===== src/rtl/cs_ram_pkg.sv =====
package cs_ram_pkg;
  // One-hot line for a binary select value
  function automatic logic [15:0] onehot16(input int unsigned sel);
    logic [15:0] v;
    v = '0;
    v[sel[3:0]] = 1'b1;
    return v;
  endfunction
endpackage


===== src/rtl/cs_ram_row_dec.sv =====
module cs_ram_row_dec #(
  parameter int SEL_W = 2,
  localparam int LINES = 1 << SEL_W
) (
  input  logic [SEL_W-1:0] sel,
  output logic [LINES-1:0] line
);
  logic [15:0] full;
  always_comb full = cs_ram_pkg::onehot16(int'(sel));
  assign line = full[LINES-1:0];
endmodule


===== src/rtl/cs_ram_col_dec.sv =====
module cs_ram_col_dec #(
  parameter int SEL_W   = 2,
  parameter int GROUP_LG = 0,
  localparam int NCOL   = 1 << (SEL_W + GROUP_LG)
) (
  input  logic             en,
  input  logic [SEL_W-1:0] sel,
  output logic [NCOL-1:0]  line
);
  // Each decoded output drives a group of 2**GROUP_LG adjacent columns
  for (genvar c = 0; c < NCOL; c++) begin : g_col
    assign line[c] = en && (int'(sel) == (c >> GROUP_LG));
  end
endmodule


===== src/rtl/cs_ram_cell.sv =====
module cs_ram_cell (
  input  logic clk,
  input  logic rst,
  input  logic wr,
  input  logic d,
  output logic q
);
  always_ff @(posedge clk) begin
    if (rst)     q <= 1'b0;
    else if (wr) q <= d;
  end
endmodule


===== src/rtl/cs_ram_array.sv =====
module cs_ram_array #(
  parameter int ROW_LG  = 2,
  parameter int COL_LG  = 2,
  parameter int WORD_LG = 0,
  localparam int DW     = 1 << WORD_LG,
  localparam int SEL_LG = COL_LG - WORD_LG,
  localparam int AW     = ROW_LG + SEL_LG,
  localparam int NROW   = 1 << ROW_LG,
  localparam int NCOL   = 1 << COL_LG
) (
  input  logic          clk,
  input  logic          rst,
  input  logic [AW-1:0] addr,
  input  logic          cs,
  input  logic          we,
  input  logic [DW-1:0] din,
  output logic [DW-1:0] dout,
  output logic          dout_vld
);
  logic [ROW_LG-1:0]    row_sel;
  logic [SEL_LG-1:0]    col_sel;
  logic [NROW-1:0]      row_line;
  logic [NCOL-1:0]      col_line;
  logic [NROW*NCOL-1:0] cell_q;
  logic [DW-1:0]        or_bus;
  logic                 out_en;

  assign row_sel = addr[AW-1 -: ROW_LG];
  assign col_sel = addr[SEL_LG-1:0];

  cs_ram_row_dec #(.SEL_W(ROW_LG)) u_row (
    .sel  (row_sel),
    .line (row_line)
  );

  cs_ram_col_dec #(.SEL_W(SEL_LG), .GROUP_LG(WORD_LG)) u_col (
    .en   (cs),
    .sel  (col_sel),
    .line (col_line)
  );

  for (genvar r = 0; r < NROW; r++) begin : g_row
    for (genvar c = 0; c < NCOL; c++) begin : g_cell
      cs_ram_cell u_cell (
        .clk (clk),
        .rst (rst),
        .wr  (we && row_line[r] && col_line[c]),
        .d   (din[c % DW]),
        .q   (cell_q[r*NCOL + c])
      );
    end
  end

  // Wired-OR of all selected cells, one OR per data bit lane
  always_comb begin
    or_bus = '0;
    for (int r = 0; r < NROW; r++)
      for (int c = 0; c < NCOL; c++)
        if (row_line[r] && col_line[c])
          or_bus[c % DW] = or_bus[c % DW] | cell_q[r*NCOL + c];
  end

  assign out_en   = cs && !we;
  assign dout     = out_en ? or_bus : '0;
  assign dout_vld = out_en;
endmodule


===== config.mk =====
export PLATFORM = sky130hd
export DESIGN_NAME = cs_ram_array
export DESIGN_NICKNAME = d
export VERILOG_FILES = /design/src/rtl/cs_ram_pkg.sv /design/src/rtl/cs_ram_row_dec.sv /design/src/rtl/cs_ram_col_dec.sv /design/src/rtl/cs_ram_cell.sv /design/src/rtl/cs_ram_array.sv
export SDC_FILE = /design/constraint.sdc
export NUM_CORES = 1
export LEC_CHECK = 0
export ABC_CLOCK_PERIOD_IN_PS = 2500
export BUFFER_PORTS_ARGS = -buffer_cell sky130_fd_sc_hd__buf_2
export CELL_PAD_IN_SITES_DETAIL_PLACEMENT = 0
export CELL_PAD_IN_SITES_GLOBAL_PLACEMENT = 1
export CORE_MARGIN = 8
export CORE_UTILIZATION = 48
export CTS_BUF_LIST = sky130_fd_sc_hd__clkbuf_8
export CTS_CLUSTER_SIZE = 16
export DETAILED_ROUTE_END_ITERATION = 10
export GPL_TIMING_DRIVEN = 0
export PLACE_DENSITY = 0.89
export SYNTH_ARGS = -nofsm -noshare
export SYNTH_HDL_FRONTEND = slang
export SYNTH_HIERARCHICAL = 1
export SYNTH_SLANG_ARGS = --single-unit
export TNS_END_PERCENT = 50

===== constraint.sdc =====
create_clock -name clk -period 2.5 [get_ports clk]
set_clock_uncertainty 0.05 [all_clocks]
set_input_delay 0.125 -clock clk [delete_from_list [all_inputs] [get_ports clk]]
set_output_delay 0.125 -clock clk [all_outputs]
set_load 0.02 [all_outputs]

# == Yosys cells after proc, flatten, opt, wreduce, memory -nomap -nowiden ==
# Cells that the tools add are included.
# totals
input_bits,9
output_inout_bits,2
reg_bits,16
word_cells,99
# op_classes
mux,19
reduce_logical,44
bitwise_logic,15
eq_ne,3
order_cmp,2
# op_table
cell,n
$logic_and A1 B1 Y1,42
$mux W1,18
$or A1 B1 Y1,15
$lt A2 B5 Y1 const B,1
$eq A2 B2 Y1 const B,2
$demux W1 S2,1
$eq A2 B1 Y1 const B,1
$ge A2 B1 Y1 const B,1
$logic_not A2 Y1,1
$logic_not A1 Y1,1

# == Depth between registers and ports, before layout ==
# Gate-level depths: netlist of run 1.
# depth
ltp_word,37
mapped_depth,4
depth_no_buf,4

# == By module ==
# Netlist of run 1, hierarchy kept.
# modules_own_cells
module,n_inst,seq_area_each_um2,cells_each,area_each_um2
cs_ram_cell,16,20.0,3,33.8
cs_ram_array,1,0.0,31,222.7
cs_ram_col_dec,1,0.0,4,37.5
cs_ram_row_dec,1,0.0,4,26.3

# == Worst setup path before layout of run 1 ==
# No wires, ideal clock.
# synth_timing
path_type,input to output
from,input port cs
to,output port dout
setup_slack_ps,1235
required_time_ps,2325
arrival_time_ps,1090
stages,4
n_path_buf,0
path_cell_list,and3b_1 -> a22oi_1 -> a21boi_1 -> o41a_1
# synth_via
elab_chain_cells,34
word_cells_on_any_way,53
classes_between,mux: 17; bitwise: 15; reduce/logical: 21
# synth_rtl
item,line_no,rtl
"start, declared",cs_ram_array.sv:14,"input logic cs,"
$logic_and A1 B1 Y1,cs_ram_col_dec.sv:12,assign line[c] = en && (int'(sel) == (c >> GROUP_LG));
$logic_and A1 B1 Y1,cs_ram_array.sv:59,if (row_line[r] && col_line[c])
$mux W1,cs_ram_array.sv:59,
$or A1 B1 Y1,cs_ram_array.sv:60,or_bus[c % DW] = or_bus[c % DW] | cell_q[r*NCOL + c];
$mux W1,cs_ram_array.sv:59,
$or A1 B1 Y1,cs_ram_array.sv:60,
$mux W1,cs_ram_array.sv:59,
$or A1 B1 Y1,cs_ram_array.sv:60,
[18 not listed],-,
$mux W1,cs_ram_array.sv:59,
$or A1 B1 Y1,cs_ram_array.sv:60,
$mux W1,cs_ram_array.sv:59,
$or A1 B1 Y1,cs_ram_array.sv:60,
$mux W1,cs_ram_array.sv:59,
$or A1 B1 Y1,cs_ram_array.sv:60,
$mux W1,cs_ram_array.sv:59,
$mux W1 *,cs_ram_array.sv:64,assign dout = out_en ? or_bus : '0;
"end, declared",cs_ram_array.sv:17,"output logic [DW-1:0] dout,"
# Every way passes the cells marked *; elsewhere a longest branch is shown, timed or not.

# == Final worst setup path of run 1 ==
# layout_timing
from,input port addr[0]
to,output port dout
# layout_via
elab_chain_cells,35
word_cells_on_any_way,56
classes_between,eq/ne: 3; mux: 17; bitwise: 15; reduce/logical: 21
# layout_rtl
item,line_no,rtl
"start, declared",cs_ram_array.sv:13,"input logic [AW-1:0] addr,"
$logic_not A2 Y1 *,cs_ram_col_dec.sv:12,
$logic_and A1 B1 Y1 *,cs_ram_col_dec.sv:12,
named net col_line[0],cs_ram_array.sv:23,logic [NCOL-1:0] col_line;
$logic_and A1 B1 Y1,cs_ram_array.sv:59,
$mux W1,cs_ram_array.sv:59,
$or A1 B1 Y1,cs_ram_array.sv:60,
$mux W1,cs_ram_array.sv:59,
$or A1 B1 Y1,cs_ram_array.sv:60,
[20 not listed],-,
$mux W1 *,cs_ram_array.sv:59,
$or A1 B1 Y1,cs_ram_array.sv:60,
$mux W1 *,cs_ram_array.sv:59,
$or A1 B1 Y1,cs_ram_array.sv:60,
$mux W1 *,cs_ram_array.sv:59,
$or A1 B1 Y1,cs_ram_array.sv:60,
$mux W1 *,cs_ram_array.sv:59,
$mux W1 *,cs_ram_array.sv:64,
# The timed path passes the listed nets; every way through them passes the cells marked *.

==> flow_metrics.env, run 1 <==
export IMPL_slew_headroom_pct=62.88
export IMPL_fin_crit_ns=1.722
export IMPL_numCtsBuffers=3
export IMPL_r2r_cells=2
export IMPL_syn_num_nets=96
export IMPL_drc=0
export IMPL_irDropWorstVdd_uv=386.8
export IMPL_path_delay_family="compound AO/OA/AOI/OAI gates"
export IMPL_antenna_found_initial=0
export IMPL_clk_insertion_delay_late_ns=0.25
export IMPL_post_cts_buffers=0
export IMPL_core_area_um2=1670
export IMPL_tritoncts="done"
export IMPL_hold_class="in2reg"
export IMPL_placementRows=15
export IMPL_reg_largest_list="g_row.g_cell.u_cell/q x16"
export IMPL_synthCells=87
export IMPL_seq_area_um2=320.3
export IMPL_io_pins=11
export IMPL_clock_sinks=16
export IMPL_cp_start_kind="input pin"
export IMPL_clock_fmax_mhz=580.8
export IMPL_maxCapViolations=0
export IMPL_io_buffers=10
export IMPL_area_growth_pct=15.28
export IMPL_slowest_stage="nor3b_2"
export IMPL_dp_hpwl_um=1260
export IMPL_worstPathArrival_ns=1.55
export IMPL_grt_pass1_wl_um=3270
export IMPL_rrSetupSlack_ns=1.82
export IMPL_dr_first_iter_drc_count=24
export IMPL_critical_path_class="in2out"
export IMPL_syn_avg_cell_area_um2=9.506
export IMPL_synth_distinct_cells=16
export IMPL_dieArea_um2=3307
export IMPL_p_total_uw=534.1
export IMPL_endpoint_kind="primary output"
export IMPL_cts_buffer_depth=2
export IMPL_gp_congestion=0.7670
export IMPL_critPathBufInv=2
export IMPL_largest_reg_flops=16
export IMPL_power_density_nw_per_um2=560.2
export IMPL_rsz0062_at_grt="false"
export IMPL_wirelength_um=1849
export IMPL_root_buffer="clkbuf_8"
export IMPL_grtUsageTotal_pct=12.57
export IMPL_yosysWarningCount=6
export IMPL_crit_top_cell="buf_2"
export IMPL_min_to="g_row[2].g_cell[3].u_cell/q$_SDFFE_PP0P_"
export IMPL_ys_seq_area_share_pct=38.73
export IMPL_finalCritPeriodShare_pct=68.87
export IMPL_first_pass_iters=6
export IMPL_post_cts_resized=0
export IMPL_ys_seq_elements=16
export IMPL_final_cells=118
export IMPL_synth_area_um2=827.0
export IMPL_max_stage_delay_ns=0.49
export IMPL_fp_dieH_um=57.51
export IMPL_dp_cells=114
export IMPL_grt_ovfl_total=0
export IMPL_min_from="rst"
export IMPL_worst_pin_slew_ns=0.5544
export IMPL_holdPathStages=2
export IMPL_tns_ns=0
export IMPL_r2r_end="g_row[1].g_cell[0].u_cell/q$_SDFFE_PP0P_"
export IMPL_ctsHoldBuffers=0
export IMPL_diodes=0
export IMPL_route_vias_total=706
export IMPL_grt_pass1_vias=718
export IMPL_whs_ns=0.1765
export IMPL_leakage_uw=0.0003885
export IMPL_drt_wirelength_per_cell_um=15.67
export IMPL_path_clk_slew_ns=0.07
export IMPL_viasPerCell=5.983
export IMPL_drive_above_1_share_pct=23.76
export IMPL_outcome="complete, no violations"
export IMPL_chipWidth_um=57.51
export IMPL_start_util_pct=49.51
export IMPL_nFillCells=159
export IMPL_grt_start_max_net_pins=17
export IMPL_crit_chain="buf_2 > nor3b_2 > a22oi_1 > a21boi_0 > o41a_1 > buf_2"
export IMPL_post_place_ws_ns=0.8297
export IMPL_multi_input_area_um2=503.0
export IMPL_worst_endpoint_required_ns=2.33
export IMPL_setup_slack_ns=0.7782
export IMPL_final_net_count=111
export IMPL_hold_violations=0
export IMPL_rr_startpoint="g_row[1].g_cell[0].u_cell/q$_SDFFE_PP0P_"
export IMPL_ant_nets=0
export IMPL_finalSetupViolCount=0
export IMPL_largest_register="g_row.g_cell.u_cell/q"
export IMPL_drv_slew=0
export IMPL_htreeDepth=1
export IMPL_path_max_fanout=8
==> synth_stat cells <==
cell type	instances	area share [%]
a21boi_1	2	1.8
and3b_1	2	2.1
nor3b_2	1	1.5
a22oi_1	7	6.4
and3_1	11	8.3
o41a_1	1	1.4
and3_2	6	5.4
and2_2	1	0.91
nor2_1	17	7.7
a22oi_2	1	1.5
dfxtp_1	16	39
clkbuf_1	1	0.45
mux2i_1	16	19
a21boi_0	2	1.8
nor2b_1	2	1.5
and2b_2	1	1.1
==> where the power goes <==
group / internal, uW / switching [uW] / total, uW / leakage, uW
clock network: 140 / 92.4 / 232 / 0.0000288
logic: 15.6 / 28.4 / 44.0 / 0.000231
registers: 257 / 0.978 / 258 / 0.000129
total: 412 / 122 / 534 / 0.000389
==> metrics by stage <==
step	cell area [um2]	util [%]
after global routing	953.4	57.08
after global placement	898.4	53.78
after detailed placement	898.4	53.78
final	953.4	57.08
after floorplan	827.0	-
after CTS	953.4	57.08
==> layout by cell type, fill, tap and decap left out, drive strengths merged, types with 2 or more instances in the layout <==
cell / netlist / final
nor2b: 2 / 2
and3: 17 / 17
a22oi: 8 / 8
and3b: 2 / 2
a21boi: 4 / 4
dfxtp: 16 / 16
mux2i: 16 / 16
clkbuf: 1 / 5
nor2: 17 / 17
buf: 0 / 10
==> cell families after synthesis <==
family | synth area share [%]
simple gates | 28.59
mux | 19.36
flops | 38.73
compound gates | 12.86
buf+inv | 0.4534
==> routing by layer <==
layer / track usage, % / vias to the layer above / part of all wire [%]
li1: - / 350 / -
met1: 13.67 / 344 / 48
met2: 20.74 / 8 / 46
met3: 3.363 / 4 / 3.9
met4: 8.571 / 0 / 1.9
met5: 0 / - / 0
==> area by class of cell <==
type                       instances  share of cell area [%]
sequential                        16                   33.60
clock buffer                       4                   5.774
multi-input combinational         70                   52.76
buffer                             1                  0.3937
tap                               17                   2.231
timing repair buffer              10                   5.249
==> worst reg2reg max path: stages, from the launching register on <==
cell and delay, ns:
dfxtp_1 0.32, mux2i_1 0.13, nor2_1 0.06
==> worst max-delay path by stage <==
stage | from | endpoint | slack, ns | cells after the start
floorplan | cs | dout | 1.23 | 4
global placement | addr[0] | dout | 0.84 | 6
detailed placement | addr[0] | dout | 0.83 | 6
CTS | addr[0] | dout | 0.81 | 6
global route | addr[0] | dout | 0.74 | 6
finish | addr[0] | dout | 0.78 | 6
Power figures use the tool's default switching activity.
==> run 2: changes to the inputs <==
Settings changed: ABC_CLOCK_PERIOD_IN_PS 2500 to 1800, CORE_UTILIZATION 48 to 44, PLACE_DENSITY 0.89 to 0.83.
Clock period 2.5 ns to 1.8 ns, I/O delays scaled along.
==> flow_metrics.env, run 2 (synthesis gave the netlist of run 1 again) <==
export IMPL_largest_register="g_row.g_cell.u_cell/q"
export IMPL_hold_violations=0
export IMPL_tns_ns=0
export IMPL_core_area_um2=1745
export IMPL_numCtsBuffers=3
export IMPL_grtUsageTotal_pct=11.75
export IMPL_grt_ovfl_total=0
export IMPL_clk_insertion_delay_late_ns=0.24
export IMPL_finalCritPeriodShare_pct=87.39
export IMPL_endpoint_kind="primary output"
export IMPL_grt_pass1_vias=703
export IMPL_io_pins=11
export IMPL_rrSetupSlack_ns=1.13
export IMPL_cts_buffer_depth=2
export IMPL_post_cts_buffers=0
export IMPL_dr_first_iter_drc_count=17
export IMPL_worst_endpoint_required_ns=1.66
export IMPL_worst_pin_slew_ns=0.5129
export IMPL_rsz0062_at_grt="false"
export IMPL_clock_sinks=16
export IMPL_wirelength_um=1774
export IMPL_power_density_nw_per_um2=720.7
export IMPL_drive_above_1_share_pct=23.00
export IMPL_antenna_found_initial=0
export IMPL_ctsHoldBuffers=0
export IMPL_critical_path_class="reg2out"
export IMPL_outcome="complete, no violations"
export IMPL_post_cts_resized=0
export IMPL_leakage_uw=0.0003813
export IMPL_diodes=0
export IMPL_finalSetupViolCount=0
export IMPL_largest_reg_flops=16
export IMPL_root_buffer="clkbuf_8"
export IMPL_viasPerCell=5.376
export IMPL_start_util_pct=47.38
export IMPL_r2r_end="g_row[2].g_cell[1].u_cell/q$_SDFFE_PP0P_"
export IMPL_min_to="g_row[3].g_cell[1].u_cell/q$_SDFFE_PP0P_"
export IMPL_cp_start_kind="register"
export IMPL_fin_crit_ns=1.573
export IMPL_r2r_cells=2
export IMPL_path_clk_slew_ns=0.06
export IMPL_layout_common_cells="17 x nor2_1, 16 x mux2i_1, 16 x dfxtp_1"
export IMPL_drv_slew=0
export IMPL_gp_congestion=0.7542
export IMPL_holdPathStages=2
export IMPL_seq_area_um2=320.3
export IMPL_chipWidth_um=59.36
export IMPL_rr_startpoint="g_row[2].g_cell[1].u_cell/q$_SDFFE_PP0P_"
export IMPL_path_max_fanout=2
export IMPL_drt_wirelength_per_cell_um=14.19
export IMPL_ant_nets=0
export IMPL_nFillCells=177
export IMPL_route_vias_total=672
export IMPL_layout_commonest_cell="nor2_1"
export IMPL_placementRows=15
export IMPL_post_place_ws_ns=0.2397
export IMPL_worstPathArrival_ns=1.43
export IMPL_final_net_count=111
export IMPL_tritoncts="done"
export IMPL_htreeDepth=1
export IMPL_clock_fmax_mhz=635.7
export IMPL_hold_class="in2reg"
export IMPL_drc=0
export IMPL_irDropWorstVdd_uv=538.1
export IMPL_dp_hpwl_um=1265
export IMPL_io_buffers=10
export IMPL_grt_start_max_net_pins=17
export IMPL_fp_dieH_um=59.36
export IMPL_maxCapViolations=0
export IMPL_multi_input_area_um2=503.0
export IMPL_grt_pass1_wl_um=3215
export IMPL_setup_slack_ns=0.2270
export IMPL_slew_headroom_pct=65.66
export IMPL_dieArea_um2=3523
export IMPL_min_from="rst"
export IMPL_area_growth_pct=14.83
export IMPL_first_pass_iters=4
export IMPL_reg_largest_list="g_row.g_cell.u_cell/q x16"
-- run 2: worst max path at each step --
stage	start	slack, ns	cells after the start	end
3_5_place_dp	addr[0]	0.24	6	dout
4_1_cts	g_row[2].g_cell[2].u_cell/q$_SDFFE_PP0P_	0.22	4	dout
2_1_floorplan	cs	0.60	4	dout
3_3_place_gp	addr[0]	0.25	6	dout
5_1_grt	addr[0]	0.16	6	dout
6_report	g_row[2].g_cell[2].u_cell/q$_SDFFE_PP0P_	0.23	4	dout
-- run 2: cell type report --
| type | count | share of cell area (%) |
|---|---|---|
| flip-flops and latches | 16 | 33.73 |
| repair buffers | 10 | 5.270 |
| multi-input cells | 70 | 52.96 |
| plain buffers | 1 | 0.3953 |
| clock buffers | 3 | 4.348 |
| well taps | 25 | 3.294 |
-- run 2: metrics by stage --
step	hold WS (ns)	cell area [um2]	util, %	total power, uW	std cells
finish	0.1519	949.7	54.41	684.5	125
floorplan	0.1124	827.0	-	394.0	87
detailed placement	0.4050	908.4	52.04	426.4	122
CTS	0.1467	949.7	54.41	697.9	125
global route	0.1651	949.7	54.41	714.7	125
global placement	0.4020	908.4	52.04	425.8	122
-- run 2: worst max-delay path, cell delays in order (launching register included) --
cell      delay (ns)
dfxtp_1         0.31
a22oi_1         0.19
a21boi_1        0.10
o41a_1          0.43
buf_2           0.17
-- run 2: metal layers --
metal | up-vias | GRT usage [%] | share of wire, %
li1 | 348 | - | -
met1 | 320 | 14.64 | 49
met3 | 2 | 2.820 | 2.4
met2 | 2 | 18.49 | 48
met4 | 0 | 5.119 | 0.51
met5 | - | 0 | 0
-- run 2: power breakdown --
group	internal, uW	switching [uW]	total (uW)
sequential	357	1.34	358
combinational	21.7	38.9	60.6
clock	148	118	266
total	527	158	684
